**src/rtl/bat_pkg.sv**
```systemverilog
package bat_pkg;

    localparam int WORD_W     = 32;
    localparam int HI_MSB     = 31;
    localparam int HI_LSB     = 28;
    localparam int MID_MSB    = 27;
    localparam int MID_LSB    = 17;
    localparam int MID_W      = MID_MSB - MID_LSB + 1;
    localparam int LEN_LSB    = 2;
    localparam int LEN_MSB    = LEN_LSB + MID_W - 1;
    localparam int SUP_EN_BIT = 1;
    localparam int USR_EN_BIT = 0;
    localparam int PP_W       = 2;

    typedef struct packed {
        logic rd;
        logic wr;
        logic ex;
    } rights_t;

    typedef enum logic [0:0] {
        ST_IDLE = 1'b0,
        ST_RESP = 1'b1
    } xlt_state_e;

    function automatic rights_t decode_pp(input logic [PP_W-1:0] pp);
        rights_t r;
        unique case (pp)
            2'd0:    r = '{rd: 1'b0, wr: 1'b0, ex: 1'b0};
            2'd2:    r = '{rd: 1'b1, wr: 1'b1, ex: 1'b1};
            default: r = '{rd: 1'b1, wr: 1'b0, ex: 1'b1};
        endcase
        return r;
    endfunction

endpackage

```
**src/rtl/bat_regfile.sv**
```systemverilog
module bat_regfile
    import bat_pkg::*;
#(
    parameter int NUM_ENTRY = 4,
    parameter int IDX_W     = 2
) (
    input  logic                              clk,
    input  logic                              rst_n,
    input  logic                              wr_en,
    input  logic                              wr_iset,
    input  logic [IDX_W-1:0]                  wr_idx,
    input  logic                              wr_lower,
    input  logic [WORD_W-1:0]                 wr_data,
    output logic [NUM_ENTRY-1:0][WORD_W-1:0]  ins_up,
    output logic [NUM_ENTRY-1:0][WORD_W-1:0]  ins_lo,
    output logic [NUM_ENTRY-1:0][WORD_W-1:0]  dat_up,
    output logic [NUM_ENTRY-1:0][WORD_W-1:0]  dat_lo
);

    for (genvar e = 0; e < NUM_ENTRY; e++) begin : g_pair
        logic sel;
        assign sel = wr_en && (wr_idx == IDX_W'(e));

        always_ff @(posedge clk or negedge rst_n) begin
            if (!rst_n) begin
                ins_up[e] <= '0;
                ins_lo[e] <= '0;
                dat_up[e] <= '0;
                dat_lo[e] <= '0;
            end else if (sel) begin
                unique case ({wr_iset, wr_lower})
                    2'b10:   ins_up[e] <= wr_data;
                    2'b11:   ins_lo[e] <= wr_data;
                    2'b00:   dat_up[e] <= wr_data;
                    default: dat_lo[e] <= wr_data;
                endcase
            end
        end
    end

endmodule

```
**src/rtl/bat_match_cell.sv**
```systemverilog
module bat_match_cell
    import bat_pkg::*;
(
    input  logic [WORD_W-1:0] up_word,
    input  logic [WORD_W-1:0] lo_word,
    input  logic [WORD_W-1:0] addr,
    input  logic              user_mode,
    output logic              sel_ok,
    output rights_t           rights,
    output logic [WORD_W-1:0] paddr
);

    logic [MID_W-1:0] len_mask;
    logic             hi_eq;
    logic             mid_eq;
    logic             enabled;

    always_comb begin
        len_mask = up_word[LEN_MSB:LEN_LSB];
        hi_eq    = (addr[HI_MSB:HI_LSB] == up_word[HI_MSB:HI_LSB]);
        mid_eq   = ((addr[MID_MSB:MID_LSB] & ~len_mask) == up_word[MID_MSB:MID_LSB]);
        enabled  = user_mode ? up_word[USR_EN_BIT] : up_word[SUP_EN_BIT];
        sel_ok   = hi_eq && mid_eq && enabled;
        rights   = decode_pp(lo_word[PP_W-1:0]);
        paddr    = {lo_word[HI_MSB:HI_LSB],
                    (addr[MID_MSB:MID_LSB] & len_mask) | lo_word[MID_MSB:MID_LSB],
                    addr[MID_LSB-1:0]};
    end

endmodule

```
**src/rtl/bat_prio_pick.sv**
```systemverilog
module bat_prio_pick #(
    parameter int NUM_ENTRY = 4,
    parameter int IDX_W     = 2
) (
    input  logic [NUM_ENTRY-1:0] cand,
    output logic                 found,
    output logic [IDX_W-1:0]     idx
);

    always_comb begin
        found = 1'b0;
        idx   = '0;
        for (int i = NUM_ENTRY - 1; i >= 0; i--) begin
            if (cand[i]) begin
                found = 1'b1;
                idx   = IDX_W'(i);
            end
        end
    end

endmodule

```
**src/rtl/bat_xlate.sv**
```systemverilog
module bat_xlate
    import bat_pkg::*;
#(
    parameter int NUM_ENTRY = 4,
    localparam int IDX_W    = (NUM_ENTRY > 1) ? $clog2(NUM_ENTRY) : 1
) (
    input  logic              clk,
    input  logic              rst_n,
    input  logic              req_valid,
    input  logic              req_ifetch,
    input  logic              req_user,
    input  logic              req_store,
    input  logic [31:0]       req_addr,
    input  logic              wr_en,
    input  logic              wr_iset,
    input  logic [IDX_W-1:0]  wr_idx,
    input  logic              wr_lower,
    input  logic [31:0]       wr_data,
    output logic              rsp_valid,
    output logic              rsp_hit,
    output logic              rsp_viol,
    output logic [IDX_W-1:0]  rsp_entry,
    output logic [2:0]        rsp_prot,
    output logic [31:0]       rsp_paddr
);

    logic [NUM_ENTRY-1:0][WORD_W-1:0] ins_up, ins_lo, dat_up, dat_lo;
    logic [NUM_ENTRY-1:0][WORD_W-1:0] cur_up, cur_lo;
    logic [NUM_ENTRY-1:0]             cand;
    rights_t                          cell_rights [NUM_ENTRY];
    logic [WORD_W-1:0]                cell_paddr  [NUM_ENTRY];

    bat_regfile #(.NUM_ENTRY(NUM_ENTRY), .IDX_W(IDX_W)) u_regs (
        .clk      (clk),
        .rst_n    (rst_n),
        .wr_en    (wr_en),
        .wr_iset  (wr_iset),
        .wr_idx   (wr_idx),
        .wr_lower (wr_lower),
        .wr_data  (wr_data),
        .ins_up   (ins_up),
        .ins_lo   (ins_lo),
        .dat_up   (dat_up),
        .dat_lo   (dat_lo)
    );

    assign cur_up = req_ifetch ? ins_up : dat_up;
    assign cur_lo = req_ifetch ? ins_lo : dat_lo;

    for (genvar e = 0; e < NUM_ENTRY; e++) begin : g_cell
        bat_match_cell u_cell (
            .up_word   (cur_up[e]),
            .lo_word   (cur_lo[e]),
            .addr      (req_addr),
            .user_mode (req_user),
            .sel_ok    (cand[e]),
            .rights    (cell_rights[e]),
            .paddr     (cell_paddr[e])
        );
    end

    logic             found;
    logic [IDX_W-1:0] win_idx;

    bat_prio_pick #(.NUM_ENTRY(NUM_ENTRY), .IDX_W(IDX_W)) u_pick (
        .cand  (cand),
        .found (found),
        .idx   (win_idx)
    );

    rights_t     win_rights;
    logic [31:0] win_paddr;
    logic        need_ok;

    always_comb begin
        win_rights = cell_rights[win_idx];
        win_paddr  = cell_paddr[win_idx];
        if (req_ifetch)      need_ok = win_rights.ex;
        else if (req_store)  need_ok = win_rights.wr;
        else                 need_ok = win_rights.rd;
    end

    xlt_state_e state, state_nxt;

    always_ff @(posedge clk or negedge rst_n) begin
        if (!rst_n) state <= ST_IDLE;
        else        state <= state_nxt;
    end

    always_comb begin
        unique case (state)
            ST_IDLE: state_nxt = req_valid ? ST_RESP : ST_IDLE;
            ST_RESP: state_nxt = req_valid ? ST_RESP : ST_IDLE;
            default: state_nxt = ST_IDLE;
        endcase
    end

    always_ff @(posedge clk or negedge rst_n) begin
        if (!rst_n) begin
            rsp_hit   <= 1'b0;
            rsp_viol  <= 1'b0;
            rsp_entry <= '0;
            rsp_prot  <= '0;
            rsp_paddr <= '0;
        end else if (req_valid && found) begin
            rsp_hit   <= need_ok;
            rsp_viol  <= !need_ok;
            rsp_entry <= win_idx;
            rsp_prot  <= win_rights;
            rsp_paddr <= win_paddr;
        end else begin
            rsp_hit   <= 1'b0;
            rsp_viol  <= 1'b0;
            rsp_entry <= '0;
            rsp_prot  <= '0;
            rsp_paddr <= '0;
        end
    end

    assign rsp_valid = (state == ST_RESP);

endmodule

```
**config.mk**
```make
export PLATFORM = sky130hd
export DESIGN_NAME = bat_xlate
export DESIGN_NICKNAME = d
export VERILOG_FILES = /design/src/rtl/bat_pkg.sv /design/src/rtl/bat_regfile.sv /design/src/rtl/bat_match_cell.sv /design/src/rtl/bat_prio_pick.sv /design/src/rtl/bat_xlate.sv
export SDC_FILE = /design/constraint.sdc
export NUM_CORES = 1
export LEC_CHECK = 0
export BUFFER_PORTS_ARGS = -buffer_cell sky130_fd_sc_hd__buf_2
export CAP_MARGIN = 20
export CORE_MARGIN = 2
export CORE_UTILIZATION = 45
export CTS_CLUSTER_DIAMETER = 150
export DETAILED_ROUTE_END_ITERATION = 12
export GPL_TIMING_DRIVEN = 0
export PLACE_DENSITY = 0.62
export SLEW_MARGIN = 20
export SYNTH_ARGS = -nofsm -noshare
export SYNTH_HDL_FRONTEND = slang
export SYNTH_SLANG_ARGS = --single-unit
```
**constraint.sdc**
```tcl
create_clock -name clk -period 3.3 [get_ports clk]
set_input_delay 0.165 -clock clk [delete_from_list [all_inputs] [get_ports clk]]
set_output_delay 0.165 -clock clk [all_outputs]
set_load 0.02 [all_outputs]
```
==> summary.txt, run 1 <==
Logic synthesis
  • Synthesized cell area: about 19000 um^2
  • Largest area contributor in the netlist: dfrtp_1
  • Top cells by area, synth: dfrtp_1, mux2_2, a21oi_1
  • Seq/Total Area, Yosys: between 50 and 60%
  • Netlist cell types: 57
  • Ys flop type: dfrtp_1
  • Synthesized flop and latch total: ~400
  • Yosys top cell area share: 53.4%
  • Syn. warnings: 0
  • Synth Net Count: about 1.6k
  • Syn_area_per_cell: 12.2 um^2
  • Post-Syn Instances: 1537
  • Post-synth EDFFs: 0
  • Fraction of registers with async set/reset: 100%

Global route
  • Pin count of the biggest net entering global routing: 96
  • Number of global-route vias before repair: between 10k and 15k
  • First-pass GRT wire length: ~100000 um
  • Remaining Overflow, GRT: 0
  • Antenna violations before repair: 2
  • Overall global routing resource usage: ~31%

Timing
  • Shortest period the worst path allows: around 3.3 ns
  • Upper clock frequency limit: about 300 MHz
  • Final Skew: between 0.01 and 0.015 ns
  • Max_slew headroom: 17.9%
  • Setup TNS: 0 ns
  • Final WS setup: around 0.013 ns
  • Final period utilization: 99.6%
  • Slew Limit Fails: 0
  • Final hold slack: between 0.02 and 0.03 ns
  • Final setup viols: 0
  • Hold Violations, Final: 0
  • Worst Tran Pin Value: 1.23 ns

Critical path
  • R2r startpoint: u_regs.dat_up[68]$_DFFE_PN0P_
  • Kind of critical path: register to register
  • CP arrival: roughly 3.7 ns
  • FF-to-FF End: rsp_paddr[17]$_DFF_PN0_
  • Reg2reg path depth: 11
  • Setup crit end kind: register
  • Maximum fanout along the worst path: 10
  • Crit path from: u_regs.dat_up[68]$_DFFE_PN0P_
  • CP endpoint: rsp_paddr[17]$_DFF_PN0_
  • Setup slack, reg-to-reg: approximately 0.013 ns
  • Startpoint types: register
  • Required @ worst endpoint: ~3.7 ns

Finish
  • NumNets Final: between 1.5k and 2k
  • Layout cell share with drive strength beyond 1: around 34%
  • Synth-to-layout area growth: 18.0%
  • Post-Layout Cell Count: roughly 2.3k

Clock network
  • Clk buf depth: 3
  • Clk sinks: roughly 400
  • CTS tree: yes
  • Total CTS buffers: between 40 and 50
  • H-Tree Depth: 2
  • Reg clk slew, reported paths: around 0.06 ns
  • Clk_lat worst skew: between 0.5 and 0.6 ns
  • CTS root buf: clkbuf_16

Placed design
  • GP Congestion: roughly 0.98
  • IO buf count: ~110
  • Pre-CTS WS: -1.94 ns
  • Placed insts: around 2.2k
  • Hpwl dp: roughly 46000 um

Floorplan
  • Initial Util: 45.7%
  • Top Ports: roughly 120
  • Core ar.: ~41000 um^2
  • Die H: between 200 and 250 um
  • Die ar.: 43200 um^2
  • Rows: 74
  • Die extent in x: between 200 and 250 um

Detailed routing
  • Avg WL per Cell: 29.4 um
  • ANT nets after route: 0
  • DR DRC count: 0
  • Final WL: 67800 um
  • Via count: between 10k and 15k
  • Pre-antenna DRT Iters: 6
  • 1st-iter DRT viols: about 1.5k
  • Vias per cell: approximately 6.2

Flow run
  • Maxcap violations: 0

Power
  • Peak supply drop: about 0.00035 V
  • Static leakage: ~9.5 nW
  • PD cells: roughly 650 nW/um^2
  • Power Total: between 0.01 and 0.015 W

Outcome
  • Run status: completed

Hold path
  • Hold crit path type: input pin to register
## registers in the layout, indices dropped and copies added, names as in the netlist
register,cells
u_regs.dat_lo,68
u_regs.dat_up,112
rsp_prot,2
u_regs.ins_up,112
rsp_paddr,32
u_regs.ins_lo,68
rsp_entry,2
rsp_valid,1
rsp_hit,1
rsp_viol,1
## synth_stat cells, drive strengths merged (15+ instances only)
master	n
nor3	48
inv	22
nor3b	15
dfrtp	399
a211oi	44
a21oi	132
clkbuf	64
o22ai	20
nand4	17
nor2	43
mux2i	64
o21ai	96
nand2b	36
buf	37
and2	17
nand2	26
mux2	360
## kinds of logic after synthesis
family                 share of synthesized area, %
XOR/XNOR                                      0.797
AO/OA/AOI/OAI                                  11.2
flip-flops                                     53.4
AND/OR/NAND/NOR                                6.42
multiplexers                                   25.1
buffers and inverters                          3.00
## what timing repair did
action | 4_1_cts | 5_1_grt
hold buffers | 43 | 0
gates resized for setup | 33 | 13
endpoints found under the hold margin | 304 | 0
endpoints found under the setup margin | 38 | 15
setup buffers | 0 | 1
pin swaps | 3 | 3
cloned | 0 | 0
## report_power, final
part           switching (W)  internal, W  leakage [nW]  total [W]
Combinational        0.00142      0.00138          3.89    0.00280
Sequential          0.000827      0.00593          4.96    0.00675
Clock                0.00203      0.00279         0.691    0.00482
Total                0.00428       0.0101          9.54     0.0144
## cells in the final DEF (no fill, tap or decap), types with 8 or more instances in the layout
| cell | n |
|---|---|
| dfrtp_1 | 399 |
| and2_1 | 17 |
| nor2_2 | 9 |
| buf_2 | 118 |
| xor2_1 | 10 |
| nor2_1 | 34 |
| a211oi_1 | 44 |
| o22ai_1 | 17 |
| buf_6 | 15 |
| a21oi_1 | 132 |
| mux2_2 | 358 |
| clkbuf_8 | 13 |
| clkbuf_1 | 73 |
| o211ai_1 | 13 |
| mux2i_1 | 61 |
| dlygate4sd3_1 | 43 |
| clkbuf_16 | 45 |
| inv_1 | 18 |
| nor3b_1 | 15 |
| nand2_1 | 24 |
| o221ai_1 | 8 |
| nor3_1 | 46 |
| o21ai_0 | 85 |
| nand4_1 | 17 |
| o21ai_1 | 8 |
| nand2b_1 | 35 |
## metal layers
layer	vias up	GRT usage, %	part of all wire [%]
met3	176	6.90	8.8
met1	7426	42.0	41
li1	6060	-	-
met4	0	11.7	4.4
met5	-	0	0
met2	729	49.5	46
## worst min path at each step
stage,startpoint,end,slack [ns],depth (start not counted)
after CTS,wr_data[29],u_regs.dat_lo[93]$_DFFE_PN0P_,0.005,2
after global placement,req_addr[15],rsp_paddr[15]$_DFF_PN0_,0.37,2
after detailed placement,rst_n,rsp_entry[0]$_DFF_PN0_,0.13,1
after floorplan,rst_n,rsp_entry[0]$_DFF_PN0_,-0.13,0
after global routing,wr_data[29],u_regs.ins_lo[125]$_DFFE_PN0P_,0.03,2
final,wr_data[29],u_regs.dat_lo[93]$_DFFE_PN0P_,0.03,2
## final cells by class
cell class,count,area [um^2]
clock inverters,7,35.0
fillers,3487,18900
repair buffers,157,1120
flip-flops and latches,399,9980
well taps,532,666
plain buffers,101,533
clock buffers,71,1350
inverters,23,86.3
diodes,1,2.50
multi-input cells,1014,8260
## per-stage QoR
step	util, %	cell area, um^2
CTS	53.7	22000
global route	53.8	22000
finish	53.8	22000
global placement	48.6	19900
detailed placement	49.0	20000
floorplan	-	18700
## critical path, cell delays in order, from the launching register on
cell	delay, ns
dfrtp_1	0.39
nor3_1	0.06
o21ai_0	0.51
o2111a_1	0.38
o2111ai_1	0.16
a2111o_1	0.51
nand2b_1	0.15
nor2b_2	0.16
buf_6	0.11
buf_6	0.21
mux2i_1	0.34
o22ai_1	0.14
Power figures use the tool's default switching activity.
==> run 2: changes to the inputs <==
Settings changed: SETUP_SLACK_MARGIN from default to 0.5.
==> run 2 against run 1 <==
Against the previous run: first-iteration DRC count up 5.7%; largest cell class unchanged; clock-buffer cell count did not move; core utilization increased by 1.4 points; largest power group unchanged; sequential cell count unchanged; die area unchanged; clock power about the same; combinational power grew 4%; design area up 2.6%; maximum frequency up 5.3%.
==> summary.txt, run 2 (synthesis results as in run 1) <==
Finish
  • Final Util: a little under three fifths
  • N_diodes: 0
  • Synth-to-layout area growth: 21.0%
  • NumNets Final: between 1.5k and 2k
  • Final Cell Area: 22600 um^2
  • Layout cell share with drive strength beyond 1: between 30% and 40%
  • # fillers: about 3.4k
  • Commonest non-fill, non-tap cell in the layout: dfrtp_1
  • Largest regs: u_regs.dat_up x112, u_regs.ins_up x112
  • Leading cell types in the layout, fill and taps excluded: dfrtp_1, mux2_2, a21oi_1
  • Post-Layout Cell Count: between 2k and 2.5k

Detailed routing
  • Avg WL per Cell: 29.6 um
  • WL met3: between 6000 and 7000 um
  • ANT nets after route: 0
  • DR DRC count: 0
  • WL met1: about 28000 um
  • Vias per cell: roughly 6.3
  • 1st-iter DRT viols: around 1.6k
  • Final WL: approximately 69000 um
  • Via count: approximately 15k
  • Pre-antenna DRT Iters: 7
  • DR top layer: met4
  • DR WL met2: between 30000 and 40000 um

Critical path
  • Maximum fanout along the worst path: 10
  • Cell breakdown of the critical path: clkbuf_4, buf_8, buf_6, buf_4, nor3b_1, o21ai_2, nand4_1, nor4_4, nand4_1, buf_4, nand2_1, nor2b_4, buf_8, buf_12, buf_12, mux2i_1, o22ai_1
  • CP arrival: around 3.6 ns
  • Buf/Inv on CP: 8
  • CP peak stage delay: 0.44 ns
  • CP delay by family, top: buffers and inverters
  • Setup crit end kind: register
  • Required @ worst endpoint: between 3 and 4 ns
  • Startpoint types: input pin
  • Kind of critical path: input pin to register
  • CP max stage cell: nor4_4

Timing
  • Final setup viols: 0
  • Hold Violations, Final: 0
  • Final WS setup: between 0.15 and 0.2 ns
  • Upper clock frequency limit: about 320 MHz
  • Final Skew: 0.0112 ns
  • Shortest period the worst path allows: between 3 and 4 ns
  • Max_slew headroom: ~20%
  • Final period utilization: 94.5%
  • Slew Limit Fails: 0
  • Worst Tran Pin Value: roughly 1.2 ns
  • Final hold slack: ~0.032 ns
  • RSZ-0062 raised after global routing: yes

Power
  • Combinational Power Share: approximately 20%
  • Peak supply drop: between 0.0003 and 0.0004 V
  • Int Pwr: between 0.01 and 0.015 W
  • PD cells: between 600 and 700 nW/um^2
  • Switching pwr: 0.00434 W
  • Static leakage: ~10 nW
  • Clock Power Share: between 30% and 40%
  • Register share of total power: approximately 47%
  • Net switching share of the total power: 30.0%

Global route
  • Overall global routing resource usage: between 30% and 40%
  • Number of global-route vias before repair: around 14k
  • Pin count of the biggest net entering global routing: 96
  • Remaining Overflow, GRT: 0
  • Antenna violations before repair: 3
  • First-pass GRT wire length: 98900 um

Clock network
  • Reg clk slew, reported paths: about 0.060 ns
  • Total CTS buffers: 44
  • Clk_lat worst skew: ~0.58 ns
  • Clk buf depth: 3
  • CTS tree: yes
  • Clk sinks: 399
  • H-Tree Depth: 2
  • CTS root buf: clkbuf_16

Floorplan
  • Die ar.: between 40000 and 50000 um^2
  • Core ar.: just over 40000 um^2
  • Rows: 74
  • Top Ports: about 120
  • Initial Util: a little under half
  • Die extent in x: around 210 um
  • Die H: slightly above 200 um

Placed design
  • GP Congestion: around 0.98
  • Placement Cell Area: between 20000 and 25000 um^2
  • Placed insts: ~2.2k
  • IO buf count: ~110
  • Pre-CTS WS: -1.94 ns
  • Hpwl dp: about 46000 um

Flow run
  • Maxcap violations: 0

Hold path
  • Hold crit path type: input pin to register

Outcome
  • Run status: completed
## run 2: final cells by class
| class | count | area (um^2) | share of cell area (%) |
|---|---|---|---|
| sequential | 399 | 9990 | 44.2 |
| multi-input combinational | 1014 | 8510 | 37.7 |
| timing repair buffer | 177 | 1360 | 6.00 |
| clock buffer | 71 | 1350 | 5.99 |
| tap | 532 | 666 | 2.94 |
| buffer | 101 | 608 | 2.69 |
| inverter | 23 | 86.3 | 0.382 |
| clock inverter | 7 | 35.0 | 0.155 |
## run 2: path summary, 6_finish.rpt
path | to | slack, ns | depth (start not counted) | start
hold reg to reg | u_regs.ins_lo[32]$_DFFE_PN0P_ | 0.50 | 1 | u_regs.ins_lo[32]$_DFFE_PN0P_
setup / recovery | rsp_paddr[19]$_DFF_PN0_ | 0.18 | 17 | req_ifetch
setup reg to reg | rsp_paddr[19]$_DFF_PN0_ | 0.21 | 12 | u_regs.ins_up[72]$_DFFE_PN0P_
min in group asynchronous | rsp_entry[0]$_DFF_PN0_ | 0.11 | 2 | rst_n
hold / removal | u_regs.dat_lo[93]$_DFFE_PN0P_ | 0.03 | 2 | wr_data[29]
max in group asynchronous | u_regs.ins_up[72]$_DFFE_PN0P_ | 1.95 | 4 | rst_n
## run 2: routing by layer
layer / track usage, % / vias up
met3: 7.43 / 170
met4: 12.6 / 0
met1: 42.0 / 7486
met5: 0 / -
met2: 49.5 / 789
li1: - / 6099
## run 2: power by group through the flow
stage / clock network, W / registers, W / logic (W)
global route: 0.00504 / 0.00687 / 0.00310
global placement: 0 / 0.00675 / 0.00258
detailed placement: 0 / 0.00679 / 0.00266
floorplan: 0 / 0.00650 / 0.00184
finish: 0.00482 / 0.00676 / 0.00290
CTS: 0.00484 / 0.00672 / 0.00281
## run 2: through the flow
step	total power [W]	TNS [ns]
finish	0.0145	0
global route	0.0150	0
CTS	0.0144	0
detailed placement	0.00946	-49.75
global placement	0.00932	-2403.23
floorplan	0.00834	0
## run 2: repair_timing
item / 4_1_cts / 5_1_grt
hold buffers: 43 / 0
hold endpoints to repair: 307 / 0
endpoints found under the setup margin: 38 / 31
gates cloned: 1 / 2
pin swaps: 15 / 8
resized for setup: 102 / 45
setup buffers: 9 / 10
==> run 3: changes to the inputs <==
Settings changed: ABC_AREA from default to 1.
==> run 3 against run 2 <==
Against the previous run: the flow now finishes with violations (negative hold slack); register-to-register slack improved by 0.36 ns; clock-buffer cell count unchanged; wire length is 21% higher; first-iteration DRC count grew 40%; worst setup slack gained 0.39 ns; via count is 28% higher; sequential cell count did not move; critical endpoint is now rsp_paddr[18]$_DFF_PN0_; largest cell class unchanged; highest routed layer is now met5.
==> summary.txt, run 3 <==
Timing
  • Upper clock frequency limit: ~370 MHz
  • Final Skew: between 0.02 and 0.03 ns
  • Hold Violations, Final: 1
  • Final setup viols: 0
  • Slew Limit Fails: 0
  • RSZ-0062 raised after global routing: yes
  • Final hold slack: -0.00149 ns
  • Setup TNS: 0 ns
  • Shortest period the worst path allows: between 2 and 3 ns
  • Final period utilization: between 80% and 90%
  • Final WS setup: ~0.57 ns
  • Worst Tran Pin Value: 1.16 ns
  • Max_slew headroom: between 20% and 30%

Hold path
  • Worst Hold Path Cells: 3
  • Min-delay src: wr_data[0]
  • Hold crit path type: input pin to register
  • Hold EP: u_regs.ins_lo[0]$_DFFE_PN0P_

Global route
  • Number of global-route vias before repair: 17.6k
  • Antenna violations before repair: 5
  • Remaining Overflow, GRT: 0
  • Pin count of the biggest net entering global routing: 97
  • First-pass GRT wire length: 120000 um
  • Overall global routing resource usage: about 38%

Clock network
  • CTS root buf: clkbuf_16
  • Clk sinks: 399
  • Clk_lat worst skew: a little over 0.6 ns
  • H-Tree Depth: 2
  • CTS tree: yes
  • Reg clk slew, reported paths: approximately 0.06 ns
  • Clk buf depth: 3
  • Total CTS buffers: 46

Logic synthesis
  • Synthesized cell area: 19500 um^2
  • Yosys top cell area share: approximately 51%
  • Seq/Total Area, Yosys: between 50% and 60%
  • Post-synth top cells: nand2_1, o21ai_0, dfrtp_1
  • Largest family of logic cells by synthesized area: simple AND/OR/NAND/NOR gates
  • Syn_area_per_cell: around 7.6 um^2
  • Post-Syn Instances: about 2.6k
  • Synth Net Count: approximately 2.6k
  • Adder-Cell Fraction of Synth Area: 0%
  • Fraction of registers with async set/reset: 100%
  • Most common cell in the netlist: nand2_1
  • Synthesized flop and latch total: between 300 and 400
  • Proportion of synthesized area in mux cells: less than 1%
  • Compound-cell area share of the yosys netlist: 12.6%
  • Ys flop type: dfrtp_1
  • Top cells by area, synth: dfrtp_1, nand2_1, o21ai_0
  • XOR/XNOR Fraction of Synth Area: 0.359%
  • Syn. warnings: 0
  • Netlist cell types: 40
  • Largest area contributor in the netlist: dfrtp_1
  • Post-synth EDFFs: 0
  • Simple-gate share of the synthesized area: 27.2%

Detailed routing
  • Vias per cell: roughly 5.6
  • Via count: 18.7k
  • 1st-iter DRT viols: ~2.3k
  • Final WL: approximately 83000 um
  • Pre-antenna DRT Iters: 6
  • Avg WL per Cell: about 25 um
  • ANT nets after route: 0
  • DR DRC count: 0

Critical path
  • CP arrival: 3.21 ns
  • Kind of critical path: register to register
  • Startpoint types: register
  • Required @ worst endpoint: 3.78 ns
  • Maximum fanout along the worst path: 10
  • Reg2reg path depth: 16
  • Setup slack, reg-to-reg: 0.57 ns
  • FF-to-FF End: rsp_paddr[18]$_DFF_PN0_
  • Setup crit end kind: register
  • R2r startpoint: u_regs.dat_up[6]$_DFFE_PN0P_

Placed design
  • IO buf count: 100
  • Placed insts: 3244
  • Hpwl dp: roughly 60000 um
  • GP Congestion: approximately 0.99
  • Pre-CTS WS: -0.154 ns

Floorplan
  • Top Ports: 115
  • Initial Util: a little under half
  • Die H: between 200 and 250 um
  • Die extent in x: about 210 um
  • Die ar.: 45000 um^2
  • Core ar.: around 43000 um^2
  • Rows: 76

Finish
  • # fillers: between 4k and 5k
  • Post-Layout Cell Count: approximately 3.4k
  • Layout cell share with drive strength beyond 1: a little under a tenth
  • Synth-to-layout area growth: 16.4%
  • N_diodes: 0
  • Largest regs: u_regs.dat_up x112, u_regs.ins_up x112
  • NumNets Final: between 2k and 3k
  • Commonest non-fill, non-tap cell in the layout: nand2_1
  • Leading cell types in the layout, fill and taps excluded: nand2_1, dfrtp_1, o21ai_0

Power
  • PD cells: 636 nW/um^2
  • Peak supply drop: 0.000423 V
  • Power Total: ~0.014 W
  • Static leakage: approximately 12 nW

Outcome
  • Run status: complete, but fails checks
  • Failing checks: negative hold slack

Flow run
  • Maxcap violations: 0
run 3: cell type report:
cell class | instances | area [um^2] | share of cell area [%]
multi-input combinational | 1806 | 8000 | 35.3
clock buffer | 71 | 1430 | 6.28
clock inverter | 8 | 87.6 | 0.386
buffer | 151 | 807 | 3.56
tap | 585 | 732 | 3.23
inverter | 199 | 752 | 3.31
sequential | 399 | 9980 | 44.0
timing repair buffer | 132 | 901 | 3.97
run 3: logic make-up (layout without fill, tap and decap cells):
| logic type | after synthesis | count (layout) |
|---|---|---|
| AOI/OAI and AO/OA | 467 | 467 |
| DFF | 399 | 399 |
| xor gates and xnor gates | 8 | 8 |
| and+or+nand+nor | 1319 | 1319 |
| muxes | 12 | 12 |
| buffers and inverters | 350 | 561 |
run 3: power breakdown:
group / internal, W / switching (W)
logic: 0.000972 / 0.00192
clock network: 0.00303 / 0.00215
registers: 0.00580 / 0.000557
total: 0.00980 / 0.00463
run 3: how the worst max path moves through the flow:
stage	from	slack, ns	end	depth (start not counted)
2_1_floorplan	req_ifetch	1.29	rsp_paddr[17]$_DFF_PN0_	18
3_5_place_dp	req_ifetch	-0.15	rsp_paddr[18]$_DFF_PN0_	14
4_1_cts	u_regs.dat_up[6]$_DFFE_PN0P_	0.50	rsp_paddr[18]$_DFF_PN0_	16
5_1_grt	u_regs.dat_up[12]$_DFFE_PN0P_	0.49	rsp_paddr[22]$_DFF_PN0_	16
3_3_place_gp	rst_n	-5.94	rsp_paddr[26]$_DFF_PN0_	1
6_report	u_regs.dat_up[6]$_DFFE_PN0P_	0.57	rsp_paddr[18]$_DFF_PN0_	16
run 3: repair_timing:
action	CTS	global route
hold buffers	28	0
endpoints found under the setup margin	36	15
endpoints found under the hold margin	142	0
gates resized for setup	9	15
setup buffers	0	0
run 3: worst max-delay path: stages (launching register included):
cell	delay, ns
dfrtp_1	0.38
nand2_1	0.10
nand2_1	0.18
nor2_2	0.26
xor2_1	0.29
nor2_1	0.09
nand2_1	0.06
nor2_1	0.07
nand2_4	0.21
nand2_2	0.10
o21ai_4	0.27
nor2_4	0.11
inv_2	0.10
buf_6	0.16
nand2_1	0.07
nand2_1	0.10
inv_1	0.05
run 3: metrics by stage:
step / util (%) / area, um^2 / hold WS [ns]
2_1_floorplan: - / 19500 / -0.131
3_3_place_gp: 48.3 / 20700 / 0.321
5_1_grt: 52.9 / 22700 / 0.0257
6_report: 52.9 / 22700 / -0.00149
3_5_place_dp: 48.6 / 20800 / 0.162
4_1_cts: 52.8 / 22600 / 0.00190
run 3: layer usage:
metal / global-route usage [%] / wire length, um
met1: 51.1 / 33900
met2: 58.1 / 36500
met3: 9.08 / 8760
met4: 15.5 / 3790
met5: 0 / 13
